**src/rtl/xmask_pkg.sv**
```systemverilog
package xmask_pkg;
  typedef enum logic {
    MODE_SINGLE = 1'b0,
    MODE_DUAL   = 1'b1
  } mask_mode_e;
endpackage

```
**src/rtl/xmask_rst_sync.sv**
```systemverilog
module xmask_rst_sync (
  input  logic clk,
  input  logic rst_n,
  output logic rst_n_sync
);
  logic [1:0] sync_q;

  always_ff @(posedge clk or negedge rst_n) begin
    if (!rst_n) sync_q <= 2'b00;
    else        sync_q <= {sync_q[0], 1'b1};
  end

  assign rst_n_sync = sync_q[1];
endmodule

```
**src/rtl/xmask_seg.sv**
```systemverilog
module xmask_seg
  import xmask_pkg::*;
#(
  parameter int SEG_LEN = 4
) (
  input  logic               clk,
  input  logic               rst_n,
  input  logic               load_i,
  input  mask_mode_e         mode_i,
  input  logic               din_i,
  output logic [SEG_LEN-1:0] m0_o,
  output logic [SEG_LEN-1:0] m1_o
);
  logic [SEG_LEN-1:0] m0_q, m0_nxt;
  logic [SEG_LEN-1:0] m1_q, m1_nxt;
  logic               m0_en, m1_en;

  assign m0_en = load_i;
  assign m1_en = load_i && (mode_i == MODE_DUAL);

  always_comb begin
    m0_nxt[0] = din_i;
    m1_nxt[0] = m0_q[SEG_LEN-1];
    for (int i = 1; i < SEG_LEN; i++) begin
      m0_nxt[i] = m0_q[i-1];
      m1_nxt[i] = m1_q[i-1];
    end
  end

  always_ff @(posedge clk or negedge rst_n) begin
    if (!rst_n) begin
      m0_q <= '0;
      m1_q <= '0;
    end else begin
      if (m0_en) m0_q <= m0_nxt;
      if (m1_en) m1_q <= m1_nxt;
    end
  end

  assign m0_o = m0_q;
  assign m1_o = m1_q;


  load_entry_chk: assert property (@(posedge clk) disable iff (!rst_n)
    load_i |=> m0_q[0] == $past(din_i));

  dual_chain_chk: assert property (@(posedge clk) disable iff (!rst_n)
    (load_i && mode_i == MODE_DUAL) |=> m1_q[0] == $past(m0_q[SEG_LEN-1]));

  single_hold_chk: assert property (@(posedge clk) disable iff (!rst_n)
    (load_i && mode_i == MODE_SINGLE) |=> $stable(m1_q));

  idle_hold_chk: assert property (@(posedge clk) disable iff (!rst_n)
    !load_i |=> ($stable(m0_q) && $stable(m1_q)));
endmodule

```
**src/rtl/xmask_gate.sv**
```systemverilog
module xmask_gate
  import xmask_pkg::*;
#(
  parameter int NUM_CH = 16
) (
  input  logic [NUM_CH-1:0] chan_i,
  input  logic [NUM_CH-1:0] m0_i,
  input  logic [NUM_CH-1:0] m1_i,
  input  logic              en0_i,
  input  logic              en1_i,
  input  mask_mode_e        mode_i,
  input  logic              off_i,
  output logic [NUM_CH-1:0] chan_o
);
  logic en1_live;
  assign en1_live = en1_i && (mode_i == MODE_DUAL);

  for (genvar c = 0; c < NUM_CH; c++) begin : g_ch
    logic kill;
    assign kill      = !off_i && ((en0_i && m0_i[c]) || (en1_live && m1_i[c]));
    assign chan_o[c] = chan_i[c] && !kill;
  end

  always_comb begin

    zero_only_chk: assert ((chan_o & ~chan_i) == '0);

    if (off_i) begin
      off_pass_chk: assert (chan_o == chan_i);
    end
  end
endmodule

```
**src/rtl/xmask_unit.sv**
```systemverilog
module xmask_unit
  import xmask_pkg::*;
#(
  parameter int NUM_CH    = 16,
  parameter int MASK_IN_W = 4
) (
  input  logic                 clk,
  input  logic                 rst_n,
  input  logic                 dual_mode,
  input  logic                 mask_off,
  input  logic                 mask_load,
  input  logic [MASK_IN_W-1:0] mask_sin,
  input  logic                 apply_en0,
  input  logic                 apply_en1,
  input  logic [NUM_CH-1:0]    chan_in,
  output logic [NUM_CH-1:0]    chan_out
);
  localparam int SEG_LEN = NUM_CH / MASK_IN_W;

  logic              rst_n_int;
  mask_mode_e        mode;
  logic [NUM_CH-1:0] m0_all, m1_all;

  assign mode = mask_mode_e'(dual_mode);

  xmask_rst_sync u_rst (
    .clk        (clk),
    .rst_n      (rst_n),
    .rst_n_sync (rst_n_int)
  );

  for (genvar s = 0; s < MASK_IN_W; s++) begin : g_seg
    xmask_seg #(.SEG_LEN(SEG_LEN)) u_seg (
      .clk    (clk),
      .rst_n  (rst_n_int),
      .load_i (mask_load),
      .mode_i (mode),
      .din_i  (mask_sin[s]),
      .m0_o   (m0_all[s*SEG_LEN +: SEG_LEN]),
      .m1_o   (m1_all[s*SEG_LEN +: SEG_LEN])
    );
  end

  xmask_gate #(.NUM_CH(NUM_CH)) u_gate (
    .chan_i (chan_in),
    .m0_i   (m0_all),
    .m1_i   (m1_all),
    .en0_i  (apply_en0),
    .en1_i  (apply_en1),
    .mode_i (mode),
    .off_i  (mask_off),
    .chan_o (chan_out)
  );


  reset_clear_chk: assert property (@(posedge clk)
    !rst_n_int |=> (m0_all == '0 && m1_all == '0));
endmodule

```
**config.mk**
```make
export PLATFORM = sky130hd
export DESIGN_NAME = xmask_unit
export DESIGN_NICKNAME = d
export VERILOG_FILES = /design/src/rtl/xmask_pkg.sv /design/src/rtl/xmask_rst_sync.sv /design/src/rtl/xmask_seg.sv /design/src/rtl/xmask_gate.sv /design/src/rtl/xmask_unit.sv
export SDC_FILE = /design/constraint.sdc
export NUM_CORES = 1
export LEC_CHECK = 0
export CORE_UTILIZATION = 45
export CTS_CLUSTER_SIZE = 14
export DETAILED_ROUTE_END_ITERATION = 12
export HOLD_SLACK_MARGIN = 0.06
export PLACE_DENSITY_LB_ADDON = 0.1
export SLEW_MARGIN = 20
export SYNTH_ARGS = -nofsm -noshare
export SYNTH_HDL_FRONTEND = slang
export SYNTH_SLANG_ARGS = --single-unit
```
**constraint.sdc**
```tcl
create_clock -name clk -period 1.46 [get_ports clk]
set_input_delay 0.365 -clock clk [delete_from_list [all_inputs] [get_ports clk]]
set_output_delay 0.365 -clock clk [all_outputs]
set_load 0.05 [all_outputs]
```
==> run metrics <==
status finished, violations left; failing checks negative setup slack; most common cell after layout, fill and taps aside dfrtp_1; hpwl dp 2460 µm; kind of critical path in2out; core area 3100 µm²; Ports 43; Final Hold Slack 0.195 ns; Initial Util 48.1%; Tot GR Track Use 23.9%; pre-CTS setup slack -0.898 ns; CP max FO 6; most frequent cells in the layout dfrtp_1, mux2_2, clkdlybuf4s50_1, buf_12; die width 59.6 µm; Skew-Pair Late Insertion Delay 0.33 ns; post-synthesis sequential area ratio 57.0%; total wire length 3650 µm; Tcrit/Tclk final 121%; CTS sink count 34; Syn-to-layout area delta 74.2%; fin. max-slew vios 0; Die Footprint 3550 µm²; CP Cell Sequence buf_6 -> and3b_2 -> buf_12 -> a221oi_4 -> buf_12; largest net degree at the start of global routing 33; fmax 566 MHz; CP Capture Type output pin; first-pass GRT wire length 5870 µm; die height 59.6 µm; DP Area 2450 µm²; Final Non-Filler Cells 206; initial antenna violation count 0; clk buf depth 2; Worst EP arrival 1.40 ns; syn_nets 136; clk_skew 0.00318 ns; Worst path slowest cell a221oi_4; # rows 20; crit path launch type input port; PD cells 1170 nW/µm²; maximum vdd drop 0.000665 V; Num CTS Buffers 5; Synth Register Bits 34; final setup fails 16; number of global-route vias before repair 1188; Netlist Area Pre-Place 1490 µm²; Worst-path clk slew 0.09 ns; drt first pass iters 4; DR DRC count 0; hold crit path type in2async; Cells after Synth 109; Avg Inst Size Synth 13.7 µm²; drt wl/cell 17.7 µm; RSZ-0062 raised after global routing true; Final #Nets 189; Synth cell types 12; final core occ 83.7%; Layout fillers 174; Via density 5.24; Routed Antenna Nets 0; Congestion Overflow GR 0; CTS tree yes; layout cells sized above 1 53.1%; final hold vios 0; ant diodes 0; Synth Warn # 0; final setup margin -0.306 ns; Crit path largest cell delay 0.32 ns; routability cong. 0.689; port bufs 42; Cells after DPL 195; minimum clock period 1.77 ns; vias 1080; Worst EP required 1.10 ns; Starting DRT DRC Count 31; final instance area 2600 µm²; Leak Pwr 0.00110 µW; most used cell, CP buf_12; Max-cap violations 0; CTS root buffer clkbuf_4; H-tree lvl count 2
==> synthesized netlist by cell type <==
cell	number	area (µm²)
dfrtp_1	34	851
mux2_2	32	360
a221oi_1	16	140
inv_1	16	60.1
buf_6	3	33.8
buf_2	2	10.0
and3b_1	1	8.76
buf_4	1	7.51
clkbuf_1	1	3.75
conb_1	1	3.75
nand2_2	1	6.26
nor2b_1	1	6.26
==> routing by layer <==
metal	track usage [%]	wire length (µm)
met5	0	0
met4	7.31	59
met3	7.42	181
met2	40.4	1900
met1	29.1	1510
==> worst paths after layout <==
path,slack [ns],depth (start not counted),start,endpoint
min reg2reg,0.29,1,u_rst.sync_q[1],g_seg[2].u_seg.m1_o[0]
max,-0.31,5,apply_en1,chan_out[6]
min in group clk,0.38,0,u_rst.sync_q[0],u_rst.sync_q[1]
min,0.19,1,rst_n,u_rst.sync_q[0]
max in group asynchronous,0.88,1,u_rst.sync_q[1],g_seg[2].u_seg.m1_o[2]
max reg2reg,0.60,1,g_seg[2].u_seg.m1_o[1],g_seg[2].u_seg.m1_o[1]
==> worst max-delay path: cells and delay by family <==
kind / cells / cell delay, ns
buffers and inverters: 3 / 0.45
AO/OA/AOI/OAI: 1 / 0.32
AND/OR/NAND/NOR: 1 / 0.27
==> where the power goes <==
group,internal (µW),switching (µW),leakage (µW),total (µW)
Sequential,1220,368,0.000403,1580
Combinational,580,413,0.000671,992
Clock,181,285,0.0000254,467
Total,1980,1070,0.00110,3040
==> sequential cells by signal, summed over array words and instances (netlist names) <==
| name | flops |
|---|---|
| g_seg.u_seg.m0_o | 16 |
| g_seg.u_seg.m1_o | 16 |
| u_rst.sync_q | 2 |
==> what timing repair did <==
item                       in CTS  in global routing
setup endpoints to repair      16                 16
hold buffers                    0                  0
pin swaps                      13                  1
gates cloned                    2                  0
gates resized for setup        18                  0
setup buffers                   2                  0
==> cells by family (layout without fill, tap and decap cells) <==
logic type | count (synthesis) | count (layout) | synth area share [%]
simple gates | 3 | 3 | 1.43
flops | 34 | 34 | 57.0
buf+inv | 23 | 76 | 7.72
compound gates | 16 | 16 | 9.40
other cells | 1 | 1 | 0.251
mux | 32 | 32 | 24.2
==> area by class of cell <==
type                    instances  area, µm²  share of cell area (%)
flip-flops and latches         34        851                    32.8
multi-input cells              52        815                    31.4
repair buffers                 53        772                    29.7
inverters                      16       60.1                    2.31
well taps                      44       55.1                    2.12
clock buffers                   7       45.0                    1.73
==> per-stage QoR <==
| step | total power [µW] | setup TNS, ns |
|---|---|---|
| after CTS | 3060 | -4.67 |
| after global placement | 2490 | -17.63 |
| after floorplan | 2130 | -4.38 |
| after detailed placement | 2560 | -18.16 |
| final | 3040 | -4.60 |
| after global routing | 3190 | -5.06 |
Note: power is estimated with default switching activity, not from simulation.
